### config.mk
export PLATFORM = sky130hd
export DESIGN_NAME = uart_tx_dbuf
export DESIGN_NICKNAME = d
export VERILOG_FILES = /design/src/rtl/uart_tx_pkg.sv /design/src/rtl/uart_tx_hold.sv /design/src/rtl/uart_tx_shift.sv /design/src/rtl/uart_tx_flags.sv /design/src/rtl/uart_tx_dbuf.sv
export SDC_FILE = /design/constraint.sdc
export NUM_CORES = 1
export LEC_CHECK = 0
export BUFFER_PORTS_ARGS = -buffer_cell sky130_fd_sc_hd__buf_4
export CORE_UTILIZATION = 50
export CTS_CLUSTER_DIAMETER = 200
export DETAILED_ROUTE_END_ITERATION = 6
export PLACE_DENSITY = 0.73
export SYNTH_ARGS = -nofsm -noshare
export SYNTH_HDL_FRONTEND = slang
export SYNTH_SLANG_ARGS = --single-unit
export TNS_END_PERCENT = 10
### constraint.sdc
create_clock -name clk -period 1.7 [get_ports clk]
set_clock_uncertainty 0.05 [all_clocks]
set_input_delay 0 -clock clk [delete_from_list [all_inputs] [get_ports clk]]
set_output_delay 0 -clock clk [all_outputs]
set_load 0.1 [all_outputs]
### src/rtl/uart_tx_pkg.sv
package uart_tx_pkg;
  typedef enum logic [1:0] {
    SH_IDLE  = 2'd0,
    SH_ARMED = 2'd1,
    SH_SEND  = 2'd2
  } sh_state_t;

  function automatic int frame_bits(input int dw, input logic nine);
    return nine ? dw + 3 : dw + 2;
  endfunction
endpackage

### src/rtl/uart_tx_hold.sv
module uart_tx_hold #(
  parameter int DATA_W = 8
) (
  input  logic              clk,
  input  logic              rst,
  input  logic              wr,
  input  logic [DATA_W-1:0] wdata,
  input  logic              wx,
  input  logic              take,
  output logic              full,
  output logic [DATA_W-1:0] data,
  output logic              xbit,
  output logic              empty_q
);
  always_ff @(posedge clk) begin
    if (rst) begin
      full    <= 1'b0;
      data    <= '0;
      xbit    <= 1'b0;
      empty_q <= 1'b1;
    end else if (wr) begin
      full    <= 1'b1;
      data    <= wdata;
      xbit    <= wx;
      empty_q <= 1'b0;
    end else if (take) begin
      full    <= 1'b0;
      empty_q <= 1'b1;
    end
  end
endmodule

### src/rtl/uart_tx_shift.sv
module uart_tx_shift
  import uart_tx_pkg::*;
#(
  parameter int DATA_W = 8
) (
  input  logic              clk,
  input  logic              rst,
  input  logic              en,
  input  logic              tick,
  input  logic              nine,
  input  logic              pend,
  input  logic [DATA_W-1:0] pend_data,
  input  logic              pend_x,
  output logic              take,
  output logic              fin,
  output logic              txd
);
  localparam int FW = DATA_W + 3;
  localparam int CW = $clog2(FW + 1);

  sh_state_t     st;
  logic [FW-1:0] sh;
  logic [CW-1:0] cnt;
  logic [CW-1:0] last_idx;
  logic [FW-1:0] new_frame;
  logic [CW-1:0] new_last;
  logic          at_end;

  // stop bit sits at bit FW-2 (short frame) or FW-1 (long frame)
  assign new_frame = {1'b1, nine ? pend_x : 1'b1, pend_data, 1'b0};
  assign new_last  = CW'(frame_bits(DATA_W, nine) - 1);
  assign at_end    = (st == SH_SEND) && tick && (cnt == last_idx);

  always_comb begin
    take = en && pend && (at_end || (st == SH_IDLE));
    fin  = en && at_end && !pend;
  end

  always_ff @(posedge clk) begin
    if (rst) begin
      st       <= SH_IDLE;
      sh       <= '1;
      cnt      <= '0;
      last_idx <= '0;
      txd      <= 1'b1;
    end else if (!en) begin
      st  <= SH_IDLE;
      txd <= 1'b1;
    end else if (st == SH_SEND && tick) begin
      if (cnt == last_idx) begin
        if (pend) begin
          sh       <= new_frame;
          last_idx <= new_last;
          cnt      <= '0;
          txd      <= 1'b0;
        end else begin
          st  <= SH_IDLE;
          txd <= 1'b1;
        end
      end else begin
        sh  <= {1'b1, sh[FW-1:1]};
        txd <= sh[1];
        cnt <= cnt + 1'b1;
      end
    end else if (st == SH_ARMED && tick) begin
      st  <= SH_SEND;
      cnt <= '0;
      txd <= sh[0];
    end else if (st == SH_IDLE && pend) begin
      sh       <= new_frame;
      last_idx <= new_last;
      st       <= SH_ARMED;
    end
  end
endmodule

### src/rtl/uart_tx_flags.sv
module uart_tx_flags (
  input  logic clk,
  input  logic rst,
  input  logic fin,
  input  logic clr,
  input  logic wr,
  output logic done
);
  always_ff @(posedge clk) begin
    if (rst)            done <= 1'b0;
    else if (clr || wr) done <= 1'b0;
    else if (fin)       done <= 1'b1;
  end
endmodule

### src/rtl/uart_tx_dbuf.sv
module uart_tx_dbuf #(
  parameter int DATA_W = 8
) (
  input  logic              clk,
  input  logic              rst,
  input  logic              tx_en,
  input  logic              baud_tick,
  input  logic              mode9,
  input  logic              wr_stb,
  input  logic [DATA_W-1:0] wr_data,
  input  logic              wr_bit9,
  input  logic              tc_clr,
  output logic              txd,
  output logic              hold_empty,
  output logic              tx_done
);
  logic              full;
  logic [DATA_W-1:0] hdata;
  logic              hx;
  logic              take;
  logic              fin;

  uart_tx_hold #(.DATA_W(DATA_W)) u_hold (
    .clk(clk), .rst(rst), .wr(wr_stb), .wdata(wr_data), .wx(wr_bit9),
    .take(take), .full(full), .data(hdata), .xbit(hx), .empty_q(hold_empty)
  );

  uart_tx_shift #(.DATA_W(DATA_W)) u_shift (
    .clk(clk), .rst(rst), .en(tx_en), .tick(baud_tick), .nine(mode9),
    .pend(full), .pend_data(hdata), .pend_x(hx),
    .take(take), .fin(fin), .txd(txd)
  );

  uart_tx_flags u_flags (
    .clk(clk), .rst(rst), .fin(fin), .clr(tc_clr), .wr(wr_stb), .done(tx_done)
  );
endmodule

# Yosys cells after proc, flatten, opt, wreduce, memory -nomap -nowiden
# Cells that the tools add are included.
# classes
addsub,2
mul,0
div_mod_pow,0
magnitude_cmp,0
n_eq_ne,8
n_shift,0
muxes,29
bitwise_logic,1
n_reduce_logical,22
# op_table
operator,count
$mux W11,5
$mux W4,9
$mux W1,10
$mux W2,5
$logic_and A1 B1 Y1,8
$ne A2 B2 Y1 const B,3
$reduce_and A3 Y1,2
$reduce_bool A2 Y1,3
$reduce_and A5 Y1,1
$add A4 B1 Y4 const B,1
$eq A4 B4 Y1,1
$reduce_and A4 Y1,1
$reduce_or A2 Y1,2
$sub A4 B2 Y4 const B,1
$ne A3 B3 Y1 const B,1
$reduce_bool A3 Y1,1
$eq A2 B1 Y1 const B,1
$eq A2 B2 Y1 const B,1
$logic_not A2 Y1,1
$logic_or A1 B1 Y1,2
$ne A2 B1 Y1 const B,1
$logic_not A1 Y1,1
$not A1 Y1,1
# word_totals
regBits,34
latch_bits,0
ramBits,0
romBits,0
inputBits,16
out_inout_bits,3
word_cells,72
mem_count,0

# Logic depth before layout (Yosys ltp)
# Gate-level depths: netlist of run 1.
# logic_depth
ltp_word,7
mapped_depth,6
ltp_nobuf,4

# Hierarchy
# A second synthesis of run 1 with hierarchy kept.
# hier_totals
hier_cells,161
hier_area_um2,1511.4
# modules_own_cells
mod,instances,cells_per_inst,area_per_inst_um2,seq_area_each_um2
uart_tx_shift,1,122,1088.5,400.4
uart_tx_hold,1,36,386.6,220.2
uart_tx_flags,1,3,36.3,20.0

# Worst setup path after synthesis of run 1
# Ideal clock, no wire load.
# synth_path
kind,reg-to-reg
from,register u_shift.last_idx[1]
to,register u_shift.sh[1]
setup_time_ns,0.134
arrival_ns,1.467
required_ns,1.516
slack_ns,0.049
stages_incl_launch_ff,5
n_path_buf,0
period_less_slack_ns,1.651
path_cell_list,dfxtp_1 > xor2_2 > nor4_2 > a31oi_2 > a2bb2oi_1
# synth_between
elab_chain_len,3
word_cells_on_any_way,5
classes_between,2 x eq/ne; 2 x mux; 1 x reduce/logical
# synth_lines
item,line,rtl
from (decl),uart_tx_shift.sv:24,logic [CW-1:0] last_idx;
from (signal assigned),uart_tx_shift.sv:53,last_idx <= new_last;
from (signal assigned),uart_tx_shift.sv:71,last_idx <= new_last;
$eq A4 B4 Y1 (*),uart_tx_shift.sv:50,if (cnt == last_idx) begin
$ne A3 B3 Y1 (no line) or $mux W11 (tied branches),-,
$reduce_and A4 Y1 (no line) or $mux W11 (tied branches),-,
to (signal assigned),uart_tx_shift.sv:52,sh <= new_frame;
to (signal assigned),uart_tx_shift.sv:61,"sh <= {1'b1, sh[FW-1:1]};"
to (signal assigned),uart_tx_shift.sv:70,sh <= new_frame;
to (decl),uart_tx_shift.sv:22,logic [FW-1:0] sh;
# Mark *: on every way between the ends. The rest lies on a longest branch, timed or not.
# A chain may end at the register's enable or synchronous reset.

# Worst setup path in the final report of run 1
# layout_path
from,register u_shift.last_idx[1]
to,register u_shift.sh[6]
# The elaborated chain is that of the path after synthesis.

==> results of run 1 <==
-- flip-flops by register name (all words and copies together) (netlist names) --
name	count
u_shift.txd	1
u_hold.xbit	1
u_shift.cnt	4
u_flags.done	1
u_hold.empty_q	1
u_shift.st	2
u_hold.full	1
u_hold.data	8
u_shift.sh	10
u_shift.last_idx	3
-- power groups by stage --
stage                     clock network, mW  registers, mW  logic (mW)
after floorplan                           0          0.836       0.116
after global placement                    0          0.830       0.189
after detailed placement                  0          0.830       0.195
after CTS                             0.414          0.814       0.240
after global routing                  0.447          0.820       0.266
final                                 0.401          0.816       0.247
-- worst max-delay path: stages, from the launching register on --
cell	delay (ns)
dfxtp_2	0.34
xor2_2	0.21
o41ai_4	0.46
buf_12	0.20
mux2i_2	0.26
a2bb2oi_1	0.10
-- area by class of cell --
class                   count  area, sq um  area share, %
inverters                   5         18.8          0.914
flip-flops and latches     32          643           31.3
repair buffers             54          478           23.3
well taps                  31         38.8           1.89
multi-input cells         108          830           40.4
clock inverters             1         5.00          0.244
clock buffers               6         41.3           2.01
-- cells by family after synthesis --
| family | after synthesis | share of synthesized area, % |
|---|---|---|
| adder cells (fa/ha/maj) | 1 | 0.835 |
| XOR/XNOR | 4 | 3.34 |
| AO/OA/AOI/OAI | 34 | 17.9 |
| multiplexers | 22 | 14.8 |
| flip-flops | 32 | 42.7 |
| buffers and inverters | 12 | 3.51 |
| AND/OR/NAND/NOR | 47 | 16.9 |
-- what timing repair did --
action / in CTS / in global routing
hold buffers: 24 / 0
resized for setup: 1 / 5
endpoints found under the hold margin: 19 / 0
gates cloned: 0 / 0
setup buffers: 0 / 0
setup endpoints to repair: 2 / 12
-- cells in the mapped netlist (2+ instances only) --
master	n
o21ai_0	5
buf_2	3
nand3_1	6
dfxtp_1	32
xor2_1	2
nand2_1	9
clkbuf_1	2
nor2_1	13
xor2_2	2
nand3b_1	3
a2bb2oi_1	8
and3b_1	2
nor2b_1	2
inv_1	4
a31oi_1	2
mux2i_1	21
and3_1	2
a21oi_1	8
-- final timing paths --
kind                  startpoint             to  slack, ns  cells after the start
max          u_shift.last_idx[1]  u_shift.sh[6]      -0.04                      5
min                       tc_clr   u_flags.done       0.33                      3
max reg2reg  u_shift.last_idx[1]  u_shift.sh[6]      -0.04                      5
min reg2reg        u_shift.sh[4]  u_shift.sh[4]       0.45                      1
-- metal layers --
layer	wire [microns]	share of wire, %	track usage, %
met1	1550	43	29.7
met2	1870	52	43.2
met3	107	3.0	7.14
met4	61	1.7	9.76
met5	0	0	0
==> metrics, run 1 <==
final WL 3590 microns; Flop pwr share between 50% and 60%; Primary FF master, synth dfxtp_1; root buf cell clkbuf_4; CTS Sinks 32; Inst Count DP just over 200; setup tns final -0.0421 ns; Core Rows 19; Worst Hold Class in2reg; critical path fanouts, max 12; Slew @ Worst Pin ~0.37 ns; Layout Cells excl Fill approximately 240; Setup crit start kind flip-flop; synth unique cells 44; sequential-to-total area share from yosys stat around 43%; cell area after layout 2050 sq um; gpl congestion 0.816; routed vias/inst 5.60; Antenna Nets Post-Route 0; leading cell types in the layout, fill and taps excluded dfxtp_1, buf_4, dlygate4sd3_1; CTS buffer count 5; Logic pwr share about 17%; n_diodes 0; gr usage total about 25%; Top Ports 19; IO buf count 18; final setup violating endpoints 1; Worst VDD drop 0.484 mV; total power 1.46 mW; internal power ~1.1 mW; Pwr Density roughly 710 nW/um^2; Clock power frac a little over a quarter; Finished Core Util 73.2%; layout cells sized above 1 about a quarter; placed inst area ~1700 sq um; RSZ-0062 raised after global routing yes; dpl ws between 0.006 and 0.007 ns; switching power of the nets 0.392 mW; final routed DRC violation total 0; commonest non-fill, non-tap cell in the layout dfxtp_1; Critical Path AT ~1.9 ns; Worst-Skew Late Latency between 0.3 and 0.4 ns; number of synthesized register bits 32; Die H between 50 and 60 microns; TritonCTS clock tree built; Tcrit/Tclk final 102%; largest net degree at the start of global routing 22; asr flop ratio synth 0%; Min Hold Slack ~0.33 ns; status complete, but fails checks; routed via count 1328; CTS max path bufs 2; Initial Util a little over half; Core Region 2810 sq um; critical path required time roughly 1.9 ns; Leak 0.945 nW; Fin. Hold Viols 0; fin. max-slew vios 0; Avg Cell Area, Syn slightly below 10 sq um; fillers just over 200; failing checks setup timing; fin crit period approximately 1.7 ns; Sw Ratio between 20 and 30%; Post-synth EDFFs 0; H-tree depth 2; min setup slack post-route -0.0421 ns; Synth top area share between 40 and 50%; Max-Cap Viols 0; first-pass iteration count of the detailed router 4; area grow syn2layout 37.1%; CP endpoint kind flip-flop; Initial DRC Count 36; post-DP HPWL roughly 2300 microns; Synth Instances 152; Max Fclk ~570 MHz; Synth Net Count around 170; vias in the first global route 1399; largest cells by area after synthesis dfxtp_1, mux2i_1, a2bb2oi_1; Die Footprint 3220 sq um; Final Net Count roughly 220; DIE WIDTH 56.8 microns; total gr overflow 0; slew margin rel. roughly three quarters; initial antenna violation count 0; crit path kind reg2reg; Synth warnings 0; clock slew at reported path FFs ~0.10 ns; area leader, netlist dfxtp_1; Syn Std Cell Area 1500 sq um; mean routed wirelength per cell around 15 microns; first-pass GRT wire length around 6000 microns
(Power assumes the default switching activity.)
==> run 2: changes to the inputs <==
--- a/config.mk
+++ b/config.mk
@@ -6,10 +6,12 @@
 export NUM_CORES = 1
 export LEC_CHECK = 0
 export BUFFER_PORTS_ARGS = -buffer_cell sky130_fd_sc_hd__buf_4
+export CAP_MARGIN = 5
 export CORE_UTILIZATION = 50
 export CTS_CLUSTER_DIAMETER = 200
 export DETAILED_ROUTE_END_ITERATION = 6
 export PLACE_DENSITY = 0.73
+export REMOVE_ABC_BUFFERS = 1
 export SYNTH_ARGS = -nofsm -noshare
 export SYNTH_HDL_FRONTEND = slang
 export SYNTH_SLANG_ARGS = --single-unit
==> metrics, run 2 (same netlist as run 1, synthesis figures left out) <==
failing checks DRC; gr usage total 24.6% (-0.56 points); Flop pwr share 53.1% (-2.6 points); Leak 0.944 nW (-0.20%); critical path required time 1.87 ns (about the same); Top Ports 19 (unchanged); total power 1.54 mW (+4.9%); Pwr Density 745 nW/um^2 (+4.5%); Die H 56.8 microns (unchanged); routed via count 1342 (+1.1%); switching power of the nets 0.414 mW (+5.6%); vias in the first global route 1317 (-5.9%); Initial Util 53.4% (unchanged); leading cell types in the layout, fill and taps excluded dfxtp_1, buf_4, dlygate4sd3_1; CTS max path bufs 2 (unchanged); CP endpoint kind flip-flop; gpl congestion 0.837 (+2.7%); final setup violating endpoints 0 (-1); critical path fanouts, max 13 (+1); Reg with most FFs u_shift.sh; Worst Hold Class in2reg; mean routed wirelength per cell 15.2 microns (+0.14%); worst-path cell chain xor2_2 > o41ai_4 > buf_12 > mux2i_1 > a2bb2oi_1; Setup crit start kind flip-flop; CTS buffer count 5 (unchanged); root buf cell clkbuf_4; Core Rows 19 (unchanged); crit path kind reg2reg; final WL 3580 microns (-0.28%); fillers 209 (+2.5%); Fin. Hold Viols 0 (unchanged); Worst-Skew Late Latency 0.33 ns (about the same); Initial DRC Count 40 (+11%); first-pass iteration count of the detailed router 6 (+2); first-pass GRT wire length 5950 microns (-3.4%); Setup Fix Bufs, Post-CTS 0 (unchanged); slowest CP cell o41ai_4; DIE WIDTH 56.8 microns (unchanged); Sw Ratio 27.0% (+0.18 points); slew margin rel. 75.6% (+0.68 points); layout cells sized above 1 23.4% (-0.86 points); post-DP HPWL 2260 microns (-2.4%); CTS Sinks 32 (unchanged); Die Footprint 3220 sq um (unchanged); H-tree depth 2 (unchanged); fin crit period 1.68 ns (-0.0640 ns); clock slew at reported path FFs 0.09 ns (about the same); Worst VDD drop 0.562 mV (+16%); status complete, but fails checks; Final Net Count 221 (-0.90%); Max-Cap Viols 0 (unchanged); final routed DRC violation total 2 (+2); Clock power frac 30.9% (+3.5 points); Slew @ Worst Pin 0.364 ns (-0.0101 ns); internal power 1.12 mW (+4.6%); fin. max-slew vios 0 (unchanged); Critical Path AT 1.85 ns (-0.05 ns); Core Region 2810 sq um (unchanged); area grow syn2layout 37.6%; Largest register FFs 10 (unchanged); Max Fclk 596 MHz (+3.8%); Finished Core Util 73.5% (+0.27 points); initial antenna violation count 0 (unchanged); RSZ-0062 raised after global routing yes; n_diodes 0 (unchanged); commonest non-fill, non-tap cell in the layout dfxtp_1; largest net degree at the start of global routing 22 (unchanged); slowest stage delay, CP 0.45 ns (about the same); IO buf count 18 (unchanged); Tcrit/Tclk final 98.7% (-3.8 points); routed vias/inst 5.69 (+1.5%); Antenna Nets Post-Route 0 (unchanged); total gr overflow 0 (unchanged); Logic pwr share 16.0% (-0.9 points); biggest regs u_shift.sh: 10 flops, u_hold.data: 8 flops, u_shift.cnt: 4 flops; TritonCTS clock tree built
==> run 2: metal layers <==
layer / vias to the layer above / wire, microns / global-route usage, %
met4: 0 / 53 / 11.1
li1: 663 / - / -
met5: - / 0 / 0
met1: 645 / 1610 / 29.3
met3: 5 / 136 / 5.53
met2: 29 / 1780 / 42.2
==> run 2: layout make-up <==
| class | count | area [sq um] | area share (%) |
|---|---|---|---|
| clock buffers | 7 | 55.1 | 2.67 |
| clock inverters | 1 | 7.51 | 0.364 |
| inverters | 5 | 18.8 | 0.910 |
| multi-input cells | 108 | 836 | 40.5 |
| flip-flops and latches | 32 | 643 | 31.2 |
| well taps | 31 | 38.8 | 1.88 |
| repair buffers | 52 | 463 | 22.5 |
==> run 2: metrics by stage <==
| step | setup slack (ns) | hold WS [ns] | std cells | TNS, ns | area (sq um) |
|---|---|---|---|---|---|
| after floorplan | -0.0770 | 0.0191 | 145 | -0.589 | 1470 |
| after global placement | 0.0290 | 0.112 | 204 | 0 | 1730 |
| after detailed placement | -0.00342 | 0.115 | 204 | -0.00342 | 1730 |
| after CTS | 0.0400 | 0.294 | 236 | 0 | 2040 |
| after global routing | -0.0373 | 0.351 | 236 | -0.0885 | 2060 |
| final | 0.0219 | 0.358 | 236 | 0 | 2060 |
==> run 2: worst paths after layout <==
kind,from,slack (ns),endpoint,cells after the start
worst max-delay path,u_shift.cnt[3],0.02,u_shift.sh[5],5
worst min-delay path,tc_clr,0.36,u_flags.done,3
worst max register to register,u_shift.cnt[3],0.02,u_shift.sh[5],5
worst min register to register,u_shift.sh[7],0.45,u_shift.sh[7],1
==> run 2: repair_timing <==
item | CTS | global route
resized for setup | 1 | 5
endpoints found under the setup margin | 2 | 13
hold buffers | 24 | 0
gates cloned | 0 | 0
pin swaps | 0 | 1
hold endpoints to repair | 19 | 0
==> run 2: critical path, delay by kind of cell, from the launching register on <==
family	cells	cell delay [ns]
buf+inv	1	0.20
xor+xnor	1	0.23
flops	1	0.36
mux	1	0.19
compound gates	2	0.54
==> run 2: power groups by stage <==
stage / Sequential (mW) / Clock, mW / Combinational [mW]
5_1_grt: 0.820 / 0.512 / 0.263
3_3_place_gp: 0.828 / 0 / 0.188
6_report: 0.815 / 0.474 / 0.246
2_1_floorplan: 0.838 / 0 / 0.100
3_5_place_dp: 0.831 / 0 / 0.193
4_1_cts: 0.814 / 0.492 / 0.238
==> run 3: changes to the inputs <==
--- a/config.mk
+++ b/config.mk
@@ -10,8 +10,11 @@
 export CORE_UTILIZATION = 50
 export CTS_CLUSTER_DIAMETER = 200
 export DETAILED_ROUTE_END_ITERATION = 6
+export MAX_ROUTING_LAYER = met4
 export PLACE_DENSITY = 0.73
+export RECOVER_POWER = 25
 export REMOVE_ABC_BUFFERS = 1
+export SKIP_CTS_REPAIR_TIMING = 1
 export SYNTH_ARGS = -nofsm -noshare
 export SYNTH_HDL_FRONTEND = slang
 export SYNTH_SLANG_ARGS = --single-unit
==> metrics, run 3 (same netlist as run 1, synthesis figures left out) <==
Max-Cap Viols 0 (unchanged); Core Rows 19 (unchanged); internal power 1.12 mW (-0.20%); Clock power frac 30.6% (-0.3 points); worst-path cell chain xor2_2 > o41ai_4 > buf_12 > mux2i_1 > a2bb2oi_1; Die H 56.8 microns (unchanged); critical path fanouts, max 13 (unchanged); Core Region 2810 sq um (unchanged); Fin. Hold Viols 0 (unchanged); slowest CP cell o41ai_4; CTS max path bufs 2 (unchanged); switching power of the nets 0.403 mW (-2.7%); CTS Sinks 32 (unchanged); routed vias/inst 5.60 (-1.6%); worst r2r src u_shift.cnt[3]; Critical Path AT 1.86 ns (about the same); biggest regs u_shift.sh: 10 flops, u_hold.data: 8 flops, u_shift.cnt: 4 flops; Largest register FFs 10 (unchanged); Final Net Count 221 (unchanged); worst hold start tc_clr; root buf cell clkbuf_4; gpl congestion 0.850 (+1.5%); H-tree depth 2 (unchanged); reg-to-reg endpoint u_shift.sh[5]; leading cell types in the layout, fill and taps excluded dfxtp_1, dlygate4sd3_1, buf_4; DIE WIDTH 56.8 microns (unchanged); IO buf count 18 (unchanged); min setup slack post-route 0.00897 ns (-0.0129 ns); slew margin rel. 63.8% (-12 points); CP endpoint kind flip-flop; fin crit period 1.69 ns (+0.0129 ns); failing checks DRC; mean routed wirelength per cell 14.5 microns (-4.6%); R2R Setup Slk 0.009 ns (about the same); Antenna Nets Post-Route 0 (unchanged); first-pass iteration count of the detailed router 6 (unchanged); total gr overflow 0 (unchanged); Initial DRC Count 41 (+2.5%); first-pass GRT wire length 5340 microns (-10%); dpl ws -0.00342 ns (unchanged); Tcrit/Tclk final 99.5% (+0.76 points); Hold Crit Endpoint u_flags.done; slowest stage delay, CP 0.45 ns (about the same); Finished Core Util 73.1% (-0.36 points); clock slew at reported path FFs 0.09 ns (about the same); Worst Hold Class in2reg; final setup violating endpoints 0 (unchanged); Worst-Skew Late Latency 0.33 ns (about the same); Max Fclk 591 MHz (-0.76%); Logic pwr share 15.9% (about the same); status complete, but fails checks; Die Footprint 3220 sq um (unchanged); Top Ports 19 (unchanged); Setup crit start kind flip-flop; routed via count 1321 (-1.6%); area grow syn2layout 36.9%; fin. max-slew vios 0 (unchanged); Initial Util 53.4% (unchanged); worst reg2reg path depth 5 (unchanged); final routed DRC violation total 2 (unchanged); final WL 3410 microns (-4.6%); RSZ-0062 raised after global routing yes; Leak 0.941 nW (-0.27%); critical path required time 1.87 ns (about the same); gr usage total 22.4% (-2.2 points); Worst VDD drop 0.689 mV (+23%); TritonCTS clock tree built; start point of the critical path u_shift.cnt[3]; Slew @ Worst Pin 0.545 ns (+0.180 ns); vias in the first global route 1171 (-11%); Sw Ratio 26.5% (-0.50 points); n_diodes 0 (unchanged); hold depth 3 (unchanged); Pwr Density 742 nW/um^2 (-0.39%); commonest non-fill, non-tap cell in the layout dfxtp_1; largest net degree at the start of global routing 22 (unchanged); Reg with most FFs u_shift.sh; crit path kind reg2reg; post-DP HPWL 2260 microns (unchanged); layout cells sized above 1 23.4% (unchanged); CTS buffer count 5 (unchanged); initial antenna violation count 0 (unchanged); Flop pwr share 53.5% (+0.4 points)
[run 3: power by group through the flow]
stage                     combinational, mW  sequential (mW)  clock, mW
after global routing                  0.259            0.820      0.513
after CTS                             0.194            0.814      0.492
final                                 0.241            0.815      0.466
after global placement                0.188            0.828          0
after floorplan                       0.100            0.838          0
after detailed placement              0.193            0.831          0
[run 3: routing by layer]
metal  wire [microns]  GRT usage (%)  part of all wire [%]
met5                0              -                     0
met4               38           11.1                   1.1
met3              162           5.30                   4.7
met2             1660           33.3                    49
met1             1560           28.6                    46
[run 3: final cells by class]
class,instances,area (sq um)
clock buffer,7,55.1
sequential,32,643
clock inverter,1,7.51
multi-input combinational,108,836
inverter,5,18.8
tap,31,38.8
fill,214,753
timing repair buffer,52,453
[run 3: how the worst max path moves through the flow]
stage	endpoint	slack [ns]	cells past startpoint
floorplan	u_shift.st[1]	-0.08	4
global placement	u_shift.cnt[0]	0.03	5
detailed placement	u_shift.cnt[0]	-0.003	5
CTS	u_shift.cnt[0]	-0.02	5
global route	u_shift.sh[5]	-0.05	5
finish	u_shift.sh[5]	0.009	5
[run 3: per-stage QoR]
stage	cells	setup TNS [ns]	hold WS (ns)	cell area, sq um	power (mW)
finish	236	0	0.322	2050	1.52
detailed placement	204	-0.00342	0.115	1730	1.02
global route	236	-0.0780	0.310	2050	1.59
floorplan	145	-0.589	0.0191	1470	0.939
global placement	204	0	0.112	1730	1.02
CTS	212	-0.0225	-0.250	1790	1.50
[run 3: critical path: cells and delay by family (launching register included)]
family          cells  cell delay [ns]
compound gates      2             0.54
mux                 1             0.20
flops               1             0.35
buf+inv             1             0.20
xor+xnor            1             0.23
